--- src/rtl/dac_if_pkg.sv ---
package dac_if_pkg;
  localparam int FRAME_W = 16;
  localparam int CTRL_W  = 4;
  localparam int DATA_W  = FRAME_W - CTRL_W;

  typedef enum logic [CTRL_W-1:0] {
    CTRL_LOAD     = 4'h0,
    CTRL_UPDATE   = 4'h1,
    CTRL_LOAD_UPD = 4'h2
  } dac_ctrl_e;
endpackage

--- src/rtl/dac_sync.sv ---
module dac_sync #(
  parameter int              WIDTH   = 3,
  parameter int              STAGES  = 2,
  parameter logic [WIDTH-1:0] RST_VAL = '0
) (
  input  logic             clk_i,
  input  logic             rst_ni,
  input  logic [WIDTH-1:0] d_i,
  output logic [WIDTH-1:0] q_o
);
  logic [WIDTH-1:0] chain [STAGES];

  for (genvar s = 0; s < STAGES; s++) begin : g_stage
    always_ff @(posedge clk_i or negedge rst_ni) begin
      if (!rst_ni) chain[s] <= RST_VAL;
      else if (s == 0) chain[s] <= d_i;
      else chain[s] <= chain[(s == 0) ? 0 : s-1];
    end
  end

  assign q_o = chain[STAGES-1];
endmodule

--- src/rtl/dac_shifter.sv ---
module dac_shifter
  import dac_if_pkg::*;
#(
  parameter int KEEP_W = FRAME_W
) (
  input  logic              clk_i,
  input  logic              rst_ni,
  input  logic              cs_s_i,
  input  logic              sck_s_i,
  input  logic              sdi_s_i,
  output logic              frame_stb_o,
  output logic [KEEP_W-1:0] frame_o
);
  localparam int CNT_W = $clog2(FRAME_W + 2);

  logic               cs_q, sck_q;
  logic               cs_rise, cs_fall, sck_rise;
  logic [FRAME_W-1:0] shreg;
  logic [CNT_W-1:0]   cnt;

  assign cs_rise  = cs_s_i & ~cs_q;
  assign cs_fall  = ~cs_s_i & cs_q;
  assign sck_rise = sck_s_i & ~sck_q;

  always_ff @(posedge clk_i or negedge rst_ni) begin
    if (!rst_ni) begin
      cs_q        <= 1'b1;
      sck_q       <= 1'b0;
      shreg       <= '0;
      cnt         <= '0;
      frame_stb_o <= 1'b0;
      frame_o     <= '0;
    end else begin
      cs_q  <= cs_s_i;
      sck_q <= sck_s_i;
      if (cs_fall) begin
        cnt <= '0;
      end else if (sck_rise && !cs_s_i) begin
        shreg <= {shreg[FRAME_W-2:0], sdi_s_i};
        if (cnt <= CNT_W'(FRAME_W)) cnt <= cnt + 1'b1; // saturate above a full frame
      end
      frame_stb_o <= cs_rise && (cnt == CNT_W'(FRAME_W));
      if (cs_rise) frame_o <= shreg[FRAME_W-1 -: KEEP_W];
    end
  end

  assert_no_shift_idle_R2: assert property (@(posedge clk_i) disable iff (!rst_ni)
    cs_s_i |=> $stable(shreg));
  assert_full_frame_only_R3: assert property (@(posedge clk_i) disable iff (!rst_ni)
    frame_stb_o |-> $past(cnt) == CNT_W'(FRAME_W));
  assert_stb_single_R10: assert property (@(posedge clk_i) disable iff (!rst_ni)
    frame_stb_o |=> !frame_stb_o);
endmodule

--- src/rtl/dac_latches.sv ---
module dac_latches
  import dac_if_pkg::*;
#(
  parameter int CODE_W = 12,
  parameter int KEEP_W = CTRL_W + CODE_W
) (
  input  logic              clk_i,
  input  logic              rst_ni,
  input  logic              frame_stb_i,
  input  logic [KEEP_W-1:0] frame_i,
  output logic [CODE_W-1:0] code_o,
  output logic              dac_updated_o
);
  dac_ctrl_e         ctrl;
  logic [CODE_W-1:0] data, in_latch;

  assign ctrl = dac_ctrl_e'(frame_i[KEEP_W-1 -: CTRL_W]);
  assign data = frame_i[CODE_W-1:0];

  always_ff @(posedge clk_i or negedge rst_ni) begin
    if (!rst_ni) begin
      in_latch      <= '0;
      code_o        <= '0;
      dac_updated_o <= 1'b0;
    end else begin
      dac_updated_o <= 1'b0;
      if (frame_stb_i) begin
        case (ctrl)
          CTRL_LOAD: in_latch <= data;
          CTRL_UPDATE: begin
            code_o        <= in_latch;
            dac_updated_o <= 1'b1;
          end
          CTRL_LOAD_UPD: begin
            in_latch      <= data;
            code_o        <= data;
            dac_updated_o <= 1'b1;
          end
          default: ;
        endcase
      end
    end
  end

  assert_load_only_R4: assert property (@(posedge clk_i) disable iff (!rst_ni)
    (frame_stb_i && ctrl == CTRL_LOAD) |=> ($stable(code_o) && !dac_updated_o));
  assert_update_copy_R5: assert property (@(posedge clk_i) disable iff (!rst_ni)
    (frame_stb_i && ctrl == CTRL_UPDATE) |=> (code_o == $past(in_latch) && $stable(in_latch)));
  assert_load_update_R6: assert property (@(posedge clk_i) disable iff (!rst_ni)
    (frame_stb_i && ctrl == CTRL_LOAD_UPD) |=> (code_o == in_latch));
  assert_noop_R7: assert property (@(posedge clk_i) disable iff (!rst_ni)
    (frame_stb_i && frame_i[KEEP_W-1 -: CTRL_W] > 4'h2) |=> ($stable(in_latch) && $stable(code_o)));
  assert_strobe_cause_R10: assert property (@(posedge clk_i) disable iff (!rst_ni)
    dac_updated_o |-> $past(frame_stb_i));
endmodule

--- src/rtl/serial_dac_front.sv ---
module serial_dac_front
  import dac_if_pkg::*;
#(
  parameter int CODE_W      = 12,
  parameter int SYNC_STAGES = 2
) (
  input  logic              clk_i,
  input  logic              rst_ni,
  input  logic              cs_ni,
  input  logic              sck_i,
  input  logic              sdi_i,
  output logic [CODE_W-1:0] code_o,
  output logic              dac_updated_o
);
  localparam int KEEP_W = CTRL_W + CODE_W;

  logic [2:0]        pins_s;
  logic              frame_stb;
  logic [KEEP_W-1:0] frame;

  dac_sync #(.WIDTH(3), .STAGES(SYNC_STAGES), .RST_VAL(3'b100)) u_sync (
    .clk_i (clk_i),
    .rst_ni(rst_ni),
    .d_i   ({cs_ni, sck_i, sdi_i}),
    .q_o   (pins_s)
  );

  dac_shifter #(.KEEP_W(KEEP_W)) u_shifter (
    .clk_i      (clk_i),
    .rst_ni     (rst_ni),
    .cs_s_i     (pins_s[2]),
    .sck_s_i    (pins_s[1]),
    .sdi_s_i    (pins_s[0]),
    .frame_stb_o(frame_stb),
    .frame_o    (frame)
  );

  dac_latches #(.CODE_W(CODE_W), .KEEP_W(KEEP_W)) u_latches (
    .clk_i        (clk_i),
    .rst_ni       (rst_ni),
    .frame_stb_i  (frame_stb),
    .frame_i      (frame),
    .code_o       (code_o),
    .dac_updated_o(dac_updated_o)
  );
endmodule

--- config.mk ---
export PLATFORM = sky130hd
export DESIGN_NAME = serial_dac_front
export DESIGN_NICKNAME = d
export VERILOG_FILES = /design/src/rtl/dac_if_pkg.sv /design/src/rtl/dac_sync.sv /design/src/rtl/dac_shifter.sv /design/src/rtl/dac_latches.sv /design/src/rtl/serial_dac_front.sv
export SDC_FILE = /design/constraint.sdc
export NUM_CORES = 1
export LEC_CHECK = 0
export ABC_AREA = 1
export BUFFER_PORTS_ARGS = -buffer_cell sky130_fd_sc_hd__clkbuf_2
export CORE_ASPECT_RATIO = 1.2
export CORE_MARGIN = 4
export CORE_UTILIZATION = 60
export CTS_CLUSTER_DIAMETER = 100
export CTS_CLUSTER_SIZE = 28
export DETAILED_ROUTE_END_ITERATION = 7
export PLACE_DENSITY = 0.77
export SYNTH_ARGS = -nofsm -noshare
export SYNTH_HDL_FRONTEND = slang
export SYNTH_HIERARCHICAL = 1
export SYNTH_SLANG_ARGS = --single-unit
--- constraint.sdc ---
create_clock -name clk_i -period 2.35 [get_ports clk_i]
set_input_delay 0.47 -clock clk_i [delete_from_list [all_inputs] [get_ports clk_i]]
set_output_delay 0.47 -clock clk_i [all_outputs]
set_load 0.005 [all_outputs]
==> summary.txt <==
Timing
  • Number of failing hold endpoints at the final stage: 0
  • Setup-violating endpoint count in the final report: 0
  • Final Worst Setup Slack: approximately 0.89 ns
  • Highest clock frequency the design can meet: between 600 and 700 MHz
  • Worst max-slew margin expressed relative to the limit: 70.4%
  • Unrepaired setup endpoints after global routing: no
  • Final hold slack: 0.0641 ns
  • Post-route fraction of the period consumed by the critical path: 61.9%
  • Sum of negative setup slack: 0 ns
  • Period minus WS final: 1.46 ns
  • Final clock skew: approximately 0.0066 ns
  • Worst Max-Slew Pin Slew: 0.443 ns
  • Pins Over Slew Limit: 0

Layout
  • Number of fill cells: 408
  • Area used by multi-input combinational logic: 1040 sq um
  • Final antenna diode count: 0
  • Register area: 1780 sq um
  • Most frequent cells in the layout: 129 x sky130_fd_sc_hd__nand2_1, 68 x sky130_fd_sc_hd__dfrtp_1, 36 x sky130_fd_sc_hd__inv_1
  • Post-layout utilization of the core: about 68%
  • Share of layout cells above drive strength 1: between 10% and 20%
  • Synthesis-to-layout area growth: 8.66%
  • Most common cell after layout, fill and taps aside: sky130_fd_sc_hd__nand2_1
  • Final std cell area, no fill: 3360 sq um
  • Nets@finish: about 360

Critical path
  • CP Max Fanout: 16
  • Capturing element type of the critical path: flop
  • Category of the critical setup timing path: reg -> reg
  • Worst endpoint required time: 2.57 ns
  • Critical Path Source Type: flop
  • Critical path data arrival time: approximately 1.7 ns
  • RR Startpoint: u_shifter/frame_o[15]
  • Critical Path Source: u_shifter/frame_o[15]

Synth
  • Sequential fraction of the synthesis area: 57.6%
  • Flip-flop and latch count after synthesis: a little over 70
  • Synth Area in XOR/XNOR: 0%
  • Area share of fa/ha/maj cells after synthesis: 0.810%
  • Fraction of the mapped netlist area in compound gates: 9.43%
  • Number of nets in the synthesized netlist: between 300 and 400
  • Yosys Warn Count: 6
  • Share of synthesized area spent on multiplexers: less than 1%
  • Cells after Synth: approximately 340
  • Syn_area_per_cell: between 9 and 10 sq um
  • Distinct cells, synth: 24
  • Synth Area in Simple Gates: 23.2%
  • Mapped Area: 3090 sq um
  • Combinational family with the most area after synthesis: simple AND/OR/NAND/NOR gates

Flow run
  • Max-cap check violation count: 0

CTS
  • Clock Pin Slew Worst Setup and Hold Paths: 0.07 ns
  • Root buffer cell: sky130_fd_sc_hd__clkbuf_8
  • Clock Sinks: slightly above 70
  • Clock tree from TritonCTS: yes
  • Hold Buf Count CTS: 0
  • Clk Latency, worst-skew pair: between 0.3 and 0.4 ns
  • Number of gates given a new drive strength after cts: 0
  • TritonCTS buffer count: 9
  • H-tree Lvls: 3
  • Total setup buffers inserted after CTS: 0
  • Maximum number of buffers from clock root to sink: 2

Detailed routing
  • Routed via count: roughly 2,100
  • Sum of routed wire length over all layers: 4.97 mm
  • Via density per instance: 5.00
  • Post-route DRC violation count: 0
  • Post-detailed-route count of antenna-violating nets: 0
  • Detailed-route wire length per cell: 11.8 um
  • Count of routing violations after the opening detailed-route iteration: 114
  • Length of the first detailed-routing pass in iterations: 4

Outcome
  • Outcome: finished, final reports clean

GRT
  • Number of global-route vias before repair: around 2,000
  • Final global-route overflow total: 0
  • Wire length of the first global-routing pass: 8.95 mm
  • Total track usage: 18.5%
  • Pin count of the biggest net entering global routing: 33
  • Number of antenna violations at the first check in global routing: 0

Floorplan
  • Die boundary height: 86.6 um
  • Row Count: 28
  • Horizontal die dimension: 73.5 um
  • Starting utilization of the core area: 62.1%
  • Full die area: 6370 sq um
  • I/O pin count: 18
  • Core area: 4970 sq um

Power
  • Net switching power of the design: 575 uW
  • Leakage power of the design: 1.69 nW
  • Cell-internal power: 1.82 mW
  • Worst vdd rail ir drop: 0.505 mV
  • Switching part of the total power: roughly a quarter
  • Comb power frac: 6.4%
  • Clock share of power: 38.2%
  • Sequential share of power: between 50% and 60%
  • Power density over the cells: between 700 and 800 nW/um^2

Placed design
  • Port Buf Inserts: 17
  • Post-DP HPWL: 3.50 mm
  • Gpl congestion: 0.781
  • Placement-stage worst setup slack: between 0.9 and 1 ns
  • Cell Area, Placed: 3170 sq um

Hold path
  • Worst min-delay path category: in -> async
-- logic make-up (layout without fill, tap and decap cells) --
logic type,Yosys count,count (layout)
compound gates,44,44
simple gates,167,167
fa+ha+maj,2,2
buf+inv,53,74
mux,1,1
flops,71,71
-- synthesized netlist by cell type --
library cell / count / share of area (%)
sky130_fd_sc_hd__nand2_1: 129 / 16
sky130_fd_sc_hd__dfrtp_1: 68 / 55
sky130_fd_sc_hd__inv_1: 36 / 4.4
sky130_fd_sc_hd__o21ai_0: 21 / 3.4
sky130_fd_sc_hd__nand3_1: 17 / 2.8
sky130_fd_sc_hd__o21ai_2: 15 / 4.3
sky130_fd_sc_hd__nor2_1: 7 / 0.85
sky130_fd_sc_hd__buf_2: 6 / 0.97
sky130_fd_sc_hd__o21ai_1: 6 / 0.97
sky130_fd_sc_hd__buf_4: 5 / 1.2
sky130_fd_sc_hd__buf_6: 5 / 1.8
sky130_fd_sc_hd__nand2_2: 4 / 0.81
sky130_fd_sc_hd__dfstp_2: 3 / 2.6
sky130_fd_sc_hd__nand4_1: 3 / 0.61
sky130_fd_sc_hd__ha_1: 2 / 0.81
sky130_fd_sc_hd__nand2_4: 2 / 0.73
sky130_fd_sc_hd__nor2_2: 2 / 0.40
sky130_fd_sc_hd__a21oi_2: 1 / 0.28
sky130_fd_sc_hd__a21oi_4: 1 / 0.53
sky130_fd_sc_hd__inv_4: 1 / 0.20
sky130_fd_sc_hd__mux2_2: 1 / 0.36
sky130_fd_sc_hd__nand3_4: 1 / 0.57
sky130_fd_sc_hd__nor2_8: 1 / 0.65
sky130_fd_sc_hd__nor3_1: 1 / 0.16
-- layout make-up --
class	count	share of cell area, %
Sequential cell	71	53.0
Multi-Input combinational cell	214	31.1
Inverter	37	4.21
Clock buffer	10	3.80
Timing Repair Buffer	21	3.80
Tap cell	60	2.24
Clock inverter	6	1.83
-- sequential cells by signal (all words and copies together) (netlist names), 3 cells and up --
name / flops
u_sync/q_o: 3
u_sync/chain: 3
u_latches/in_latch: 12
u_shifter/frame_o: 16
u_shifter/shreg: 16
u_latches/code_o: 12
u_shifter/cnt: 5
-- per-stage QoR --
stage	power (mW)	std cells
global route	2.52	419
global placement	1.50	403
finish	2.40	419
floorplan	1.45	338
detailed placement	1.51	403
CTS	2.43	419
-- routing by layer --
layer  GRT usage, %  wire, um  part of all wire, %
met1           25.3      2310                   47
met2           27.4      2330                   47
met3           4.18       220                  4.4
met4           9.39       107                  2.2
met5              0         0                    0
-- power groups by stage --
stage                     Clock [mW]  Sequential [mW]  Combinational (mW)
after floorplan                    0             1.34               0.112
after global placement             0             1.35               0.150
after detailed placement           0             1.35               0.156
after CTS                      0.944             1.33               0.157
after global routing           0.999             1.34               0.183
final                          0.916             1.33               0.152
-- path summary, 6_finish.rpt --
path,end,slack (ns),depth (start not counted)
setup / recovery,u_latches/code_o[0],0.89,6
hold / removal,u_latches/code_o[5],0.06,1
max in group asynchronous,u_shifter/frame_o[9],1.61,2
min in group clk_i,u_sync/chain[5],0.23,1
setup reg to reg,u_latches/code_o[0],0.89,6
hold reg to reg,u_sync/q_o[1],0.34,0
-- critical path, cell delays in order (launching register included) --
cell and delay (ns):
sky130_fd_sc_hd__dfrtp_1 0.44, sky130_fd_sc_hd__nor2_8 0.27, sky130_fd_sc_hd__nand2_1 0.30, sky130_fd_sc_hd__nand2_1 0.13
sky130_fd_sc_hd__nand2_1 0.07, sky130_fd_sc_hd__nand2_1 0.07, sky130_fd_sc_hd__nand2_1 0.05
No activity file was read; power rests on OpenSTA's default activity.
